$ cat config.mk
export PLATFORM = sky130hd
export DESIGN_NAME = pwm3_timebase
export DESIGN_NICKNAME = d
export VERILOG_FILES = /design/src/rtl/pwm3_pkg.sv /design/src/rtl/pwm3_ctrl.sv /design/src/rtl/pwm3_regs.sv /design/src/rtl/pwm3_timebase.sv
export SDC_FILE = /design/constraint.sdc
export NUM_CORES = 1
export LEC_CHECK = 0
export BUFFER_PORTS_ARGS = -buffer_cell sky130_fd_sc_hd__buf_2
export CORE_MARGIN = 3
export CORE_UTILIZATION = 57
export CTS_BUF_LIST = sky130_fd_sc_hd__clkbuf_8
export CTS_CLUSTER_DIAMETER = 50
export DETAILED_ROUTE_END_ITERATION = 10
export MAX_ROUTING_LAYER = met4
export PLACE_DENSITY_LB_ADDON = 0.2
export SETUP_SLACK_MARGIN = 0.3
export SYNTH_ARGS = -nofsm -noshare
export SYNTH_HDL_FRONTEND = slang
export SYNTH_SLANG_ARGS = --single-unit
$ cat constraint.sdc
create_clock -name clk -period 2.8 [get_ports clk]
set_input_delay 0.28 -clock clk [delete_from_list [all_inputs] [get_ports clk]]
set_output_delay 0.28 -clock clk [all_outputs]
set_load 0.01 [all_outputs]
$ cat src/rtl/pwm3_pkg.sv
package pwm3_pkg;

  // Register bus addresses (software-visible map)
  localparam logic [2:0] ADDR_CNT = 3'd0;
  localparam logic [2:0] ADDR_PER = 3'd1;
  localparam logic [2:0] ADDR_DU  = 3'd2;
  localparam logic [2:0] ADDR_DV  = 3'd3;
  localparam logic [2:0] ADDR_DW  = 3'd4;
  localparam logic [2:0] ADDR_CTL = 3'd5;

  localparam int PHASES = 3;

  // Control-to-datapath strobes
  typedef struct packed {
    logic perLoad;   // active period takes its shadow
    logic dutyLoad;  // active duties take their shadows
    logic halted;    // counter not running
  } strobe_t;

endpackage

$ cat src/rtl/pwm3_ctrl.sv
module pwm3_ctrl
  import pwm3_pkg::*;
#(
  parameter int CNT_W = 16
) (
  input  logic             clk,
  input  logic             rstN,
  input  logic             runEn,
  input  logic [2:0]       busAddr,
  input  logic             busWrEn,
  input  logic [CNT_W-1:0] busWrData,
  input  logic [CNT_W-1:0] perAct,
  output logic [CNT_W-1:0] cnt,
  output logic             dirDown,
  output logic             triMode,
  output logic [1:0]       reloadSel,
  output logic             matchEv,
  output logic             underEv,
  output strobe_t          strb
);

  logic             cntWr;
  logic             ctlWr;
  logic [CNT_W-1:0] cntNext;
  logic             dirNext;

  assign cntWr = busWrEn && (busAddr == ADDR_CNT);
  assign ctlWr = busWrEn && (busAddr == ADDR_CTL);

  assign matchEv = runEn && !dirDown && (cnt == perAct);
  assign underEv = runEn && triMode && dirDown && (cnt == '0);

  // Next count/direction when no software override applies
  always_comb begin
    cntNext = cnt;
    dirNext = dirDown;
    if (runEn) begin
      if (!triMode) begin
        dirNext = 1'b0;
        cntNext = matchEv ? '0 : cnt + 1'b1;
      end else if (!dirDown) begin
        if (matchEv) begin
          dirNext = 1'b1;
          cntNext = (cnt == '0) ? '0 : cnt - 1'b1;
        end else begin
          cntNext = cnt + 1'b1;
        end
      end else if (cnt == '0) begin
        dirNext = 1'b0;           // zero shown again on the turnaround tick
        cntNext = '0;
      end else begin
        cntNext = cnt - 1'b1;
      end
    end
  end

  always_ff @(posedge clk or negedge rstN) begin
    if (!rstN) begin
      cnt       <= '0;
      dirDown   <= 1'b0;
      triMode   <= 1'b0;
      reloadSel <= 2'b00;
    end else begin
      if (ctlWr) begin
        triMode   <= busWrData[0];
        reloadSel <= busWrData[2:1];
      end
      cnt     <= cntWr ? busWrData : cntNext;
      dirDown <= (cntWr || (ctlWr && !busWrData[0])) ? 1'b0 : dirNext;
    end
  end

  assign strb.perLoad  = triMode ? underEv : matchEv;
  assign strb.dutyLoad = (reloadSel[0] && matchEv) || (reloadSel[1] && underEv);
  assign strb.halted   = !runEn;

  // sawtooth wraps to zero after the period match
  a_r2_saw_wrap: assert property (@(posedge clk) disable iff (!rstN)
    runEn && !triMode && (cnt == perAct) && !cntWr && !ctlWr |=> cnt == '0);

  // triangle turns down at the period
  a_r3_turn_down: assert property (@(posedge clk) disable iff (!rstN)
    runEn && triMode && !dirDown && (cnt == perAct) && !cntWr && !ctlWr |=> dirDown);

  // underflow repeats zero while turning up
  a_r3_double_zero: assert property (@(posedge clk) disable iff (!rstN)
    underEv && !cntWr && !ctlWr |=> (cnt == '0) && !dirDown);

  // halted counter holds
  a_r4_hold: assert property (@(posedge clk) disable iff (!rstN)
    !runEn && !cntWr |=> $stable(cnt));

  // counter write loads value and forces up
  a_r5_wr_up: assert property (@(posedge clk) disable iff (!rstN)
    cntWr |=> !dirDown && (cnt == $past(busWrData)));

endmodule

$ cat src/rtl/pwm3_regs.sv
module pwm3_regs
  import pwm3_pkg::*;
#(
  parameter int CNT_W = 16
) (
  input  logic                         clk,
  input  logic                         rstN,
  input  logic [2:0]                   busAddr,
  input  logic                         busWrEn,
  input  logic [CNT_W-1:0]             busWrData,
  input  strobe_t                      strb,
  input  logic [CNT_W-1:0]             cnt,
  output logic [CNT_W-1:0]             perAct,
  output logic [CNT_W-1:0]             perBuf,
  output logic [PHASES-1:0][CNT_W-1:0] dutyBuf,
  output logic [PHASES-1:0]            phaseOut
);

  logic                         perWr;
  logic [PHASES-1:0][CNT_W-1:0] dutyAct;

  assign perWr = busWrEn && (busAddr == ADDR_PER);

  always_ff @(posedge clk or negedge rstN) begin
    if (!rstN) begin
      perBuf <= '0;
      perAct <= '0;
    end else begin
      if (perWr) perBuf <= busWrData;
      if (perWr && strb.halted) perAct <= busWrData;
      else if (strb.perLoad)    perAct <= perBuf;
    end
  end

  // halted shadow write reaches the active period
  a_r7_direct: assert property (@(posedge clk) disable iff (!rstN)
    perWr && strb.halted |=> perAct == $past(busWrData));

  // period reload takes the pre-write shadow
  a_r6_per_load: assert property (@(posedge clk) disable iff (!rstN)
    strb.perLoad && !strb.halted |=> perAct == $past(perBuf));

  // no event, no halted write: active period unchanged
  a_r6_per_hold: assert property (@(posedge clk) disable iff (!rstN)
    !strb.perLoad && !(perWr && strb.halted) |=> $stable(perAct));

  for (genvar g = 0; g < PHASES; g++) begin : g_phase
    logic dutyWr;
    assign dutyWr = busWrEn && (busAddr == ADDR_DU + 3'(g));

    always_ff @(posedge clk or negedge rstN) begin
      if (!rstN) begin
        dutyBuf[g] <= '0;
        dutyAct[g] <= '0;
      end else begin
        if (dutyWr)        dutyBuf[g] <= busWrData;
        if (strb.dutyLoad) dutyAct[g] <= dutyBuf[g];
      end
    end

    assign phaseOut[g] = cnt < dutyAct[g];

    // without a reload strobe the active duty holds
    a_r8_duty_hold: assert property (@(posedge clk) disable iff (!rstN)
      !strb.dutyLoad |=> $stable(dutyAct[g]));

    // reload takes the shadow as it was before a same-cycle write
    a_r10_duty_old: assert property (@(posedge clk) disable iff (!rstN)
      strb.dutyLoad |=> dutyAct[g] == $past(dutyBuf[g]));
  end

endmodule

$ cat src/rtl/pwm3_timebase.sv
module pwm3_timebase
  import pwm3_pkg::*;
#(
  parameter int CNT_W = 16
) (
  input  logic             clk,
  input  logic             rstN,
  input  logic             runEn,
  input  logic [2:0]       busAddr,
  input  logic             busWrEn,
  input  logic [CNT_W-1:0] busWrData,
  output logic [CNT_W-1:0] busRdData,
  output logic [CNT_W-1:0] cntOut,
  output logic             matchPulse,
  output logic             underPulse,
  output logic [2:0]       phaseOut
);

  logic [CNT_W-1:0]             cnt;
  logic [CNT_W-1:0]             perAct;
  logic [CNT_W-1:0]             perBuf;
  logic [PHASES-1:0][CNT_W-1:0] dutyBuf;
  logic                         dirDown;
  logic                         triMode;
  logic [1:0]                   reloadSel;
  strobe_t                      strb;

  pwm3_ctrl #(.CNT_W(CNT_W)) u_ctrl (
    .clk(clk), .rstN(rstN), .runEn(runEn),
    .busAddr(busAddr), .busWrEn(busWrEn), .busWrData(busWrData),
    .perAct(perAct), .cnt(cnt), .dirDown(dirDown), .triMode(triMode),
    .reloadSel(reloadSel), .matchEv(matchPulse), .underEv(underPulse),
    .strb(strb)
  );

  pwm3_regs #(.CNT_W(CNT_W)) u_regs (
    .clk(clk), .rstN(rstN),
    .busAddr(busAddr), .busWrEn(busWrEn), .busWrData(busWrData),
    .strb(strb), .cnt(cnt), .perAct(perAct), .perBuf(perBuf),
    .dutyBuf(dutyBuf), .phaseOut(phaseOut)
  );

  assign cntOut = cnt;

  // read map
  always_comb begin
    busRdData = '0;
    case (busAddr)
      ADDR_CNT: busRdData = cnt;
      ADDR_PER: busRdData = perBuf;
      ADDR_CTL: busRdData[3:0] = {dirDown, reloadSel, triMode};
      default: begin
        for (int p = 0; p < PHASES; p++)
          if (busAddr == ADDR_DU + 3'(p)) busRdData = dutyBuf[p];
      end
    endcase
  end

endmodule

* Word level (Yosys, flattened, before mapping)
Index checks and enable logic that the tools add are counted.
** Storage, ports and cells
- Bits in registers :: 148
- Input bits :: 23
- Output and inout port bits :: 37
- Word-level logic and storage cells :: 69
** Cells by class
- Add/subtract/negate cells :: 2
- Order comparisons :: 3
- Equal/unequal tests :: 6
- Muxes and demuxes :: 21
- Reduce and logical (&&, ||, !) cells :: 25
** Operators with widths (count)
- $mux W16 :: 12
- $lt A16 B16 Y1 :: 3
- $pmux W12 S3 :: 1
- $add A16 B1 Y16 const B :: 1
- $eq A16 B16 Y1 :: 1
- $logic_not A16 Y1 :: 1
- $sub A16 B1 Y16 const B :: 1
- $logic_and A1 B1 Y1 :: 15
- $pmux W4 S3 :: 1
- $mux W1 :: 7
- $eq A3 B2 Y1 const B :: 2
- $eq A3 B3 Y1 const B :: 2
- $reduce_bool A2 Y1 :: 3
- $eq A3 B1 Y1 const B :: 1
- $logic_not A1 Y1 :: 3
- $logic_not A3 Y1 :: 1
- $logic_or A1 B1 Y1 :: 2

* Longest topological paths before layout
Gate-level depths: netlist (run 1).
- Depth after elaboration :: 8
- Gate-level depth with buffers :: 11
- Gate-level depth less buffers :: 8

* By module
A second synthesis (run 1) with hierarchy kept.
** Second synthesis, totals
- Cells, all modules :: 857
- Area, all modules :: 8841.0 um^2
** By module, submodules not included
- pwm3_regs :: instances 1, cells an instance 517, area an instance 6049.6 um^2, sequential area each 3203.1 um^2
- pwm3_ctrl :: instances 1, cells an instance 245, area an instance 2030.7 um^2, sequential area each 500.5 um^2
- pwm3_timebase :: instances 1, cells an instance 95, area an instance 760.7 um^2, sequential area each 0.0 um^2

* Least setup slack after synthesis (run 1)
Ideal clock, no wire load.
- Path kind :: reg2reg
- Start :: reg u_ctrl.cnt[0]
- End :: reg u_ctrl.cnt[1]
- Library setup time :: 0.126 ns
- Data arrival time :: 2.686 ns
- Data required time :: 2.674 ns
- Setup slack :: -0.012 ns
- Stages on the path, launching flop included :: 12
- Buffers on the path :: 3
- Clock period less this slack :: 2.812 ns
- Cells stage by stage :: dfrtp_1 -> clkbuf_1 -> inv_1 -> ha_1 -> or3b_2 -> buf_2 -> o41ai_4 -> nor3_2 -> a21oi_4 -> buf_6 -> mux2i_1 -> a221o_1
** On the way
- Cells in the longest elaborated chain, start to end :: 7
- Elaborated cells on any way between the ends :: 12
- Those cells by class :: add/sub (2); eq/ne (1); mux (7); reduce/logical (2)
** Ends and longest elaborated chain
- start, declared :: line pwm3_ctrl.sv:13 : output logic [CNT_W-1:0] cnt,
- start signal, assigned :: line pwm3_ctrl.sv:68 : cnt <= cntWr ? busWrData : cntNext;
- $sub A16 B1 Y16 (tied with other cells) :: line pwm3_ctrl.sv:44, pwm3_ctrl.sv:52
- $mux W16 / $logic_and A1 B1 Y1 (equally long branches) :: line pwm3_ctrl.sv:44, pwm3_ctrl.sv:48, pwm3_ctrl.sv:30
- $mux W16 :: line pwm3_ctrl.sv:42 : if (matchEv) begin
- $mux W16 :: line pwm3_ctrl.sv:41 : end else if (!dirDown) begin
- $mux W16 * :: line pwm3_ctrl.sv:38 : if (!triMode) begin
- $mux W16 * :: line pwm3_ctrl.sv:37 : if (runEn) begin
- $mux W16 * :: line pwm3_ctrl.sv:68
Mark *: on every way between the ends. The rest lies on a longest branch, timed or not. The select of a mux whose other input is x is not followed.
A chain may end at the register's enable or synchronous reset.

* Worst setup path after layout (run 1)
- Start :: reg u_ctrl.cnt[0]
- End :: reg u_ctrl.cnt[0]
Same word-level chain as after synthesis.

==> results.md, run 1 <==
* I/O pins at 60
* Ratio of cells with drive above 1 in the final layout at 39.1%
* Synthesis-to-finish area growth at 23.7%
* Place WS at -0.0405 ns
* Fmax at 0.390 GHz
* Reg2Reg Setup Slack at 0.24 ns
* Clk slew on worst S/H paths at 0.08 ns
* Worst Reg-to-Reg Cells at 18
* CTS Buf Count at 17
* DR DRC count at 0
* GRT overflow at 0
* Max Cap Viol at 0
* FF-to-FF End: u_ctrl.cnt[0]$_DFFE_PN0P_
* Routed wire length at ~25000 um
* HP Class: primary input to flip-flop
* Syn nets at between 800 and 900
* CP Launch Type: flip-flop
* Leakage at 4.69 nW
* Power per cell area at about 660 nW/um2
* DR pass1 iterations at 5
* Total power at 7.05 mW
* Clock skew at ~0.012 ns
* Data arrival time of the worst path at 2.91 ns
* Die area at 16700 um2
* WP data required at roughly 3.2 ns
* Avg WL per Cell at 22.4 um
* RSZ-0062 raised after global routing: true
* Synth warn at 0
* Worst-margin pin slew at 0.759 ns
* Number of nets with antenna violations after routing at 0
* Yosys top cell by area: dfrtp_1
* Detailed Route Iter0 Violations at 612
* Seq cells post-synth at approximately 150
* Period utilization at 91.6%
* Post-Syn Area at ~8600 um2
* WHS at about 0.14 ns
* Row count at 44
* Starting density of the core at between 50% and 60%
* Reg2reg start: u_ctrl.cnt[0]$_DFFE_PN0P_
* CP endpoint kind: flip-flop
* Worst skew pair latency at 0.45 ns
* # diodes at 0
* Largest net degree at the start of global routing at 79
* Final setup violation count at 0
* Hold Crit Depth at 3
* Status: completed
* Worst Path Max Fanout at 4
* Global-route wire length before repair at 38300 um
* Tmin final at between 2 and 3 ns
* Bufs on Longest Clock Path at 2
* Share of the synthesized area in the top cell type at 42.9%
* Final WS setup at 0.235 ns
* Via count at roughly 6900
* Final Hold Fails at 0
* FILL cells at 1018
* Hpwl dp at ~17000 um
* Post-DP Area at 9270 um2
* Core area at 14600 um2
* Root buf cell: clkbuf_8
* H-tree levels at 4
* Top cells by area, synth: dfrtp_1 43%, mux2_2 15%, ha_1 6.8%
* Port bufs at 59
* Final #Nets at 997
* Most frequent cells in the layout: 143 x dfrtp_1, 104 x mux2_2, 69 x buf_4
* Synth async-reset ratio at 100%
* Crit Path Category: flip-flop to flip-flop
* WHS Endpoint: u_regs.perAct[4]$_DFFE_PN0P_
* Post-synthesis cell count at 801
* Max transition margin at 49.4%
* Overall routing resource usage at 31.2%
* EDFF count, synth at 0
* Clk sink count at 148
* Vias in the first global route at 6942
* Chip height at about 130 um
* Initial antenna violation count at 0
* Hold wc startpoint: busWrData[4]
* Most common cell after layout, fill and taps aside: dfrtp_1
* Synth Flop Type: dfrtp_1
* Synthesized area per cell at 10.8 um2
* Max VDD drop at 0.371 mV
* Chip Width at 129 um
* CTS tree: yes
* Max-slew violation count at 0
* Synth cell types at 53
* RD Place Congestion at 0.978
* DR vias/cell at 6.17
* Post-synthesis sequential area ratio at 42.9%
* Final instance area at 10700 um2
## state kept, by name, indices dropped and copies added (netlist names)
register and count:
u_regs.dutyAct 48, u_regs.dutyBuf 48, u_ctrl.cnt 16, u_regs.perAct 16
u_regs.perBuf 16, u_ctrl.reloadSel 2, u_ctrl.dirDown 1, u_ctrl.triMode 1
## cells in the mapped netlist, drive strengths merged, types with 6 or more instances
master,n
mux2,115
nor3,33
nor2,43
o221a,6
buf,25
nand3,10
o21ai,35
nand2,28
clkbuf,27
xor2,17
dfrtp,148
nor4,9
a21oi,31
o22ai,14
nor3b,8
nand4,9
a21o,18
o22a,6
xnor2,25
inv,53
ha,47
mux2i,48
nand2b,8
## cell type report
type	instances	area, um2	area share (%)
Inverter	53	199	1.86
Clock inverter	13	180	1.69
Tap cell	184	230	2.16
Sequential cell	148	3710	34.8
Multi-Input combinational cell	548	4800	45.0
Clock buffer	18	248	2.32
Timing Repair Buffer	159	1300	12.2
## where the power goes
part | internal [mW] | total, mW | switching [mW]
registers | 2.46 | 2.76 | 0.303
logic | 1.21 | 2.48 | 1.27
clock network | 0.987 | 1.80 | 0.817
## stage by stage
step | util (%) | cells | TNS [ns]
3_5_place_dp | 63.3 | 1031 | -0.150
4_1_cts | 70.0 | 1105 | 0
6_report | 72.9 | 1123 | 0
3_3_place_gp | 63.3 | 1031 | 0
5_1_grt | 72.9 | 1123 | 0
2_1_floorplan | - | 801 | 0
## routing by layer
metal  up-vias  track usage (%)  share of wire, %
met2       248             48.5                49
met4         0             11.1               2.2
met5         -                -                 0
met3        52             5.73               5.9
li1       3092                -                 -
met1      3533             41.4                43
## worst max-delay path: stages (launching register included)
cell and delay, ns:
dfrtp_2 0.42, inv_2 0.07, buf_4 0.13, buf_4 0.12, buf_4 0.12, buf_4 0.12, buf_4 0.12, buf_4 0.12
buf_4 0.12, buf_4 0.12, buf_4 0.12, buf_4 0.12, buf_4 0.12, buf_4 0.12, buf_4 0.12, buf_4 0.13
nand3_1 0.10, a21oi_2 0.05, nand2b_1 0.14
## kinds of logic (layout without fill, tap and decap cells)
family                   after synthesis  in the layout  synth area share (%)
flip-flops                           148            148                  42.9
adder cells (fa/ha/maj)               47             47                  6.82
buffers and inverters                105            243                  5.23
AO/OA/AOI/OAI                        127            127                  9.96
AND/OR/NAND/NOR                      168            168                  9.96
XOR/XNOR                              42             42                  4.26
multiplexers                         164            164                  20.8
## worst max-delay path by stage
| stage | from | end | slack (ns) | cells after the start |
|---|---|---|---|---|
| floorplan | u_ctrl.cnt[7]$_DFFE_PN0P_ | u_ctrl.cnt[1]$_DFFE_PN0P_ | 0.29 | 9 |
| CTS | u_ctrl.cnt[1]$_DFFE_PN0P_ | phaseOut[1] | 0.21 | 8 |
| global route | u_ctrl.cnt[0]$_DFFE_PN0P_ | u_ctrl.cnt[0]$_DFFE_PN0P_ | 0.15 | 18 |
| detailed placement | u_ctrl.cnt[0]$_DFFE_PN0P_ | u_regs.perAct[2]$_DFFE_PN0P_ | -0.04 | 6 |
| finish | u_ctrl.cnt[0]$_DFFE_PN0P_ | u_ctrl.cnt[0]$_DFFE_PN0P_ | 0.24 | 18 |
| global placement | u_ctrl.cnt[0]$_DFFE_PN0P_ | u_regs.perAct[6]$_DFFE_PN0P_ | 0.11 | 6 |
## what timing repair did
item	4_1_cts	5_1_grt
hold endpoints to repair	76	0
buffers inserted	38	15
gates cloned	4	3
pin swaps	24	17
gates resized for setup	34	62
endpoints found under the setup margin	82	83
hold buffers	1	0
Note: power is estimated with default switching activity, not from simulation.
==> run 2, diff against run 1 <==
RECOVER_POWER = 25   (was unset)
==> run 2 against run 1 <==
Net effect: the flow now finishes with violations (capacitance limit, slew limit); wire length barely moved; critical endpoint unchanged; via count rose by 0.14%; highest routed layer unchanged; combinational power barely moved; final area barely moved; critical path depth did not move; global-route usage did not move; first-iteration DRC count fell by 1.8%; non-clock buffer count did not move; clock-buffer cell count did not move; worst setup slack got worse by 0.00056 ns; register-to-register slack barely moved; final cell count did not move.
==> results.md, run 2 (same netlist as run 1, synthesis figures left out) <==
* Status: finished, violations left
* Failing checks: capacitance limit, slew limit
* CP Launch Type: flip-flop
* Max transition margin at -36.3%
* Via count at approximately 6900
* FF-to-FF End: u_ctrl.cnt[0]$_DFFE_PN0P_
* Final #Nets at 997
* Clk sink count at around 150
* Clock power frac at 25.6%
* Final setup violation count at 0
* Most frequent cells in the layout: 143 x dfrtp_1, 104 x mux2_2, 69 x buf_4
* Initial antenna violation count at 0
* Max-slew violation count at 77
* Max Cap Viol at 1
* Overall routing resource usage at 31.2%
* Reg power frac at slightly below 40%
* Max VDD drop at around 0.37 mV
* CTS Buf Count at 17
* RD Place Congestion at 0.978
* I/O pins at 60
* HP Class: primary input to flip-flop
* # diodes at 0
* Crit Path Category: flip-flop to flip-flop
* Reg2reg start: u_ctrl.cnt[0]$_DFFE_PN0P_
* Fmax at 0.390 GHz
* Starting density of the core at 58.9%
* Worst Reg-to-Reg Cells at 18
* Chip Width at 129 um
* Worst Path Max Fanout at 4
* Clk slew on worst S/H paths at 0.08 ns
* NetSw at 2.39 mW
* Worst-margin pin slew at roughly 2.0 ns
* Clock skew at 0.0125 ns
* Reg2Reg Setup Slack at between 0.2 and 0.25 ns
* Crit path cell chain: inv_2, buf_4, buf_4, buf_4, buf_4, buf_4, buf_4, buf_4, buf_4, buf_4, buf_4, buf_4, buf_4, buf_4, buf_4, nand3_1, a21oi_2, nand2b_1
* Critical-path top delay cell: dfrtp_2
* Top Registers: u_regs.dutyAct (48), u_regs.dutyBuf (48)
* WHS at between 0.1 and 0.15 ns
* Power per cell area at approximately 660 nW/um2
* DR pass1 iterations at 5
* DR vias/cell at ~6
* Port bufs at 59
* Place WS at -0.0405 ns
* Most frequent CP cell: buf_4
* WHS Endpoint: u_regs.perAct[4]$_DFFE_PN0P_
* Core area at 14600 um2
* DR DRC count at 0
* Data arrival time of the worst path at slightly below 3 ns
* Largest net degree at the start of global routing at 79
* Int Power at about 4.7 mW
* Placed Cells at between 1000 and 1500
* CP max stage delay at 0.42 ns
* Vias in the first global route at 6942
* Die area at about 17000 um2
* RSZ-0062 raised after global routing: true
* Tmin final at between 2 and 3 ns
* Fin util at 72.8%
* Hpwl dp at 16600 um
* Sw frac at 34.0%
* CP endpoint kind: flip-flop
* Final WS setup at ~0.23 ns
* Hold wc startpoint: busWrData[4]
* H-tree levels at 4
* Most common cell after layout, fill and taps aside: dfrtp_1
* Avg WL per Cell at 22.4 um
* WP data required at 3.15 ns
* Period utilization at 91.6%
* Synthesis-to-finish area growth at 23.6%
* Number of nets with antenna violations after routing at 0
* Routed wire length at 25100 um
* Detailed Route Iter0 Violations at 601
* Row count at 44
* Logic pwr share at 35.2%
* Ratio of cells with drive above 1 in the final layout at 39.1%
* Bufs on Longest Clock Path at 2
* Root buf cell: clkbuf_8
* Hold Crit Depth at 3
* Final Hold Fails at 0
* GRT overflow at 0
* Leakage at roughly 4.7 nW
* Global-route wire length before repair at around 38000 um
* Chip height at 129 um
* Final cell count without fillers at roughly 1100
* CTS tree: yes
* Worst skew pair latency at 0.45 ns
[run 2: layout make-up]
type	count	area [um2]
Sequential cell	148	3710
Clock inverter	13	180
Tap cell	184	230
Fill cell	1020	3980
Clock buffer	18	248
Multi-Input combinational cell	548	4800
Timing Repair Buffer	159	1300
Inverter	53	199
[run 2: worst max-delay path by stage]
stage | endpoint | from | slack (ns) | depth (start not counted)
after CTS | phaseOut[1] | u_ctrl.cnt[1]$_DFFE_PN0P_ | 0.21 | 8
after global placement | u_regs.perAct[6]$_DFFE_PN0P_ | u_ctrl.cnt[0]$_DFFE_PN0P_ | 0.11 | 6
after detailed placement | u_regs.perAct[2]$_DFFE_PN0P_ | u_ctrl.cnt[0]$_DFFE_PN0P_ | -0.04 | 6
final | u_ctrl.cnt[0]$_DFFE_PN0P_ | u_ctrl.cnt[0]$_DFFE_PN0P_ | 0.23 | 18
after global routing | u_ctrl.cnt[7]$_DFFE_PN0P_ | rstN | 0.10 | 2
after floorplan | u_ctrl.cnt[1]$_DFFE_PN0P_ | u_ctrl.cnt[7]$_DFFE_PN0P_ | 0.29 | 9
[run 2: timing repair]
item                                    in CTS  in global routing
endpoints found under the hold margin       76                  0
setup buffers                               38                 15
pin swaps                                   24                 17
gates cloned                                 4                  3
endpoints found under the setup margin      82                 83
resized for setup                           34                 62
hold buffers                                 1                  0
[run 2: per-stage QoR]
stage | instance area, um2 | total power [mW] | setup TNS, ns
after floorplan | 8690 | 4.08 | 0
after global placement | 9270 | 4.68 | 0
after detailed placement | 9270 | 4.77 | -0.150
after CTS | 10200 | 6.88 | 0
after global routing | 10700 | 7.41 | 0
final | 10700 | 7.05 | 0
[run 2: critical path, delay by kind of cell, from the launching register on]
kind            cells  cell delay [ns]
simple gates        2             0.24
flops               1             0.42
compound gates      1             0.05
buf+inv            15             1.77
[run 2: power groups by stage]
stage	clock network (mW)	logic, mW	registers [mW]
floorplan	0	1.34	2.74
global route	1.93	2.68	2.80
detailed placement	0	1.98	2.79
finish	1.80	2.48	2.76
global placement	0	1.92	2.76
CTS	1.84	2.29	2.74
[run 2: layer usage]
layer / wire length, um / global-route usage [%]
met5: 0 / -
met4: 543 / 11.1
met3: 1580 / 5.73
met2: 12300 / 48.5
met1: 10700 / 41.4
==> run 3, diff against run 2 <==
REMOVE_ABC_BUFFERS = 1   (was unset)
==> run 3 against run 2 <==
Net effect: the run still ends with capacitance limit, slew limit left; register-to-register slack got worse by 0.02 ns; core utilization fell by 2.5 points; maximum frequency down 2.1%; critical path type is now flip-flop to primary output.
==> results.md, run 3 (same netlist as run 1, synthesis figures left out) <==
* Clk slew on worst S/H paths at 0.08 ns
* Number of nets with antenna violations after routing at 0
* Seq. cell area at around 3700 um2
* Global-route wire length before repair at 37200 um
* Tmin final at roughly 2.6 ns
* Starting density of the core at 58.9%
* Fmax at 0.382 GHz
* Failing checks: capacitance limit, slew limit
* Bufs on Longest Clock Path at 2
* CTS Buf Count at 17
* Root buf cell: clkbuf_8
* Clk sink count at about 150
* HP Class: primary input to flip-flop
* Core area at 14600 um2
* Final Hold Fails at 0
* DR vias/cell at 6.24
* M1 WL at between 10000 and 15000 um
* Final setup violation count at 0
* Top Registers: u_regs.dutyAct (48), u_regs.dutyBuf (48)
* Crit path cell chain: buf_6, ha_4, a21o_1, a21o_1, a211oi_2, o21ai_2, a21oi_2, buf_2
* Max VDD drop at 0.427 mV
* Most frequent CP cell: a21o_1
* CP endpoint kind: primary output
* Synthesis-to-finish area growth at 19.4%
* Most frequent cells in the layout: 148 x dfrtp_1, 114 x mux2_2, 57 x buf_2
* Met3 wire length at ~1400 um
* H-tree levels at 4
* Final #Nets at 972
* Fin util at 70.3%
* RD Place Congestion at around 0.98
* WP data required at about 2.5 ns
* DR DRC count at 0
* CTS tree: yes
* Total power at 6.65 mW
* Final instance area at between 10000 and 15000 um2
* GRT overflow at 0
* FILL cells at between 1000 and 1500
* Row count at 44
* Avg WL per Cell at 22.5 um
* Initial antenna violation count at 0
* Hpwl dp at 16500 um
* Worst-margin pin slew at 1.73 ns
* Chip Width at 129 um
* Setup TNS Final at 0 ns
* Worst skew pair latency at 0.46 ns
* I/O pins at 60
* Max Cap Viol at 1
* Chip height at 129 um
* Crit Path Category: flip-flop to primary output
* Max transition margin at -15.2%
* WL met2 at 12100 um
* Max-slew violation count at 68
* Period utilization at 93.6%
* Via count at 6857
* Clock skew at 0.0112 ns
* Status: finished, violations left
* Ratio of cells with drive above 1 in the final layout at 36.6%
* Data arrival time of the worst path at about 2.3 ns
* CP Launch Type: flip-flop
* Area of the multi-input gates at 4780 um2
* Routed wire length at 24700 um
* # diodes at 0
* Die area at 16700 um2
* Placed Cells at 1043
* Most common cell after layout, fill and taps aside: dfrtp_1
* Largest net degree at the start of global routing at between 60 and 70
* Vias in the first global route at between 6000 and 7000
* DR pass1 iterations at 9
* Worst Path Max Fanout at 4
* Critical-path top delay cell: dfrtp_1
* Port bufs at 59
* RSZ-0062 raised after global routing: true
* Reg2Reg Setup Slack at 0.21 ns
* Final cell count without fillers at 1099
* Detailed Route Iter0 Violations at roughly 590
* Leakage at 4.50 nW
* Uppermost layer routed: met4
* Overall routing resource usage at 30.3%
* Power per cell area at between 600 and 700 nW/um2
* Post-DP Area at 9330 um2
* CP max stage delay at approximately 0.42 ns
==> run 3: changes by cell type in the layout (fill, tap and decap cells not counted), moves of 4 or more <==
cell	before	now
buf_6	17	11
mux2_2	104	114
o21ai_0	18	23
buf_4	69	52
dfrtp_2	5	0
o221a_2	5	0
dfrtp_1	143	148
nor3_1	27	23
o221a_4	1	6
mux2_4	11	1
o21ai_1	14	8
nor3_2	5	9
==> run 3: path summary, 6_finish.rpt <==
path,start,endpoint,depth (start not counted)
worst max-delay path,u_ctrl.cnt[1]$_DFFE_PN0P_,phaseOut[1],8
worst min-delay path,busWrData[5],u_regs.perAct[5]$_DFFE_PN0P_,3
worst max register to register,u_ctrl.cnt[1]$_DFFE_PN0P_,u_regs.dutyAct[0]$_DFFE_PN0P_,10
worst min register to register,u_regs.dutyAct[24]$_DFFE_PN0P_,u_regs.dutyAct[24]$_DFFE_PN0P_,1
max in group asynchronous,rstN,u_regs.dutyAct[37]$_DFFE_PN0P_,3
min in group asynchronous,rstN,u_regs.dutyAct[17]$_DFFE_PN0P_,2
==> run 3: routing by layer <==
| metal | vias up | GRT usage, % |
|---|---|---|
| met3 | 54 | 5.44 |
| li1 | 3053 | - |
| met5 | - | - |
| met4 | 0 | 9.88 |
| met2 | 275 | 48.3 |
| met1 | 3475 | 39.5 |
==> run 3: what timing repair did <==
item,4_1_cts,5_1_grt
hold buffers,1,0
setup endpoints to repair,82,84
gates resized for setup,31,46
gates cloned,0,4
pin swaps,24,25
setup buffers,14,5
endpoints found under the hold margin,63,0
==> run 3: critical path, delay by kind of cell, from the launching register on <==
family / cells / cell delay [ns]
AO/OA/AOI/OAI: 5 / 0.95
flip-flops: 1 / 0.42
buffers and inverters: 2 / 0.30
adder cells (fa/ha/maj): 1 / 0.20
==> run 3: metrics by stage <==
step	worst slack (ns)	hold slack, ns
5_1_grt	0.101	0.128
2_1_floorplan	-0.645	-0.0156
3_3_place_gp	0.170	0.314
3_5_place_dp	0.0759	0.320
4_1_cts	0.243	0.0999
6_report	0.180	0.110
==> run 3: report_power, final <==
part	total [mW]	leakage [nW]	internal (mW)	switching, mW
combinational	2.33	2.43	1.09	1.24
sequential	2.74	1.88	2.45	0.282
clock	1.58	0.185	0.743	0.841
==> run 3: cell type report <==
type	count	share of cell area [%]
Multi-Input combinational cell	548	46.4
Sequential cell	148	36.0
Timing Repair Buffer	134	9.90
Clock buffer	19	2.54
Tap cell	184	2.23
Inverter	53	1.93
Clock inverter	13	1.07
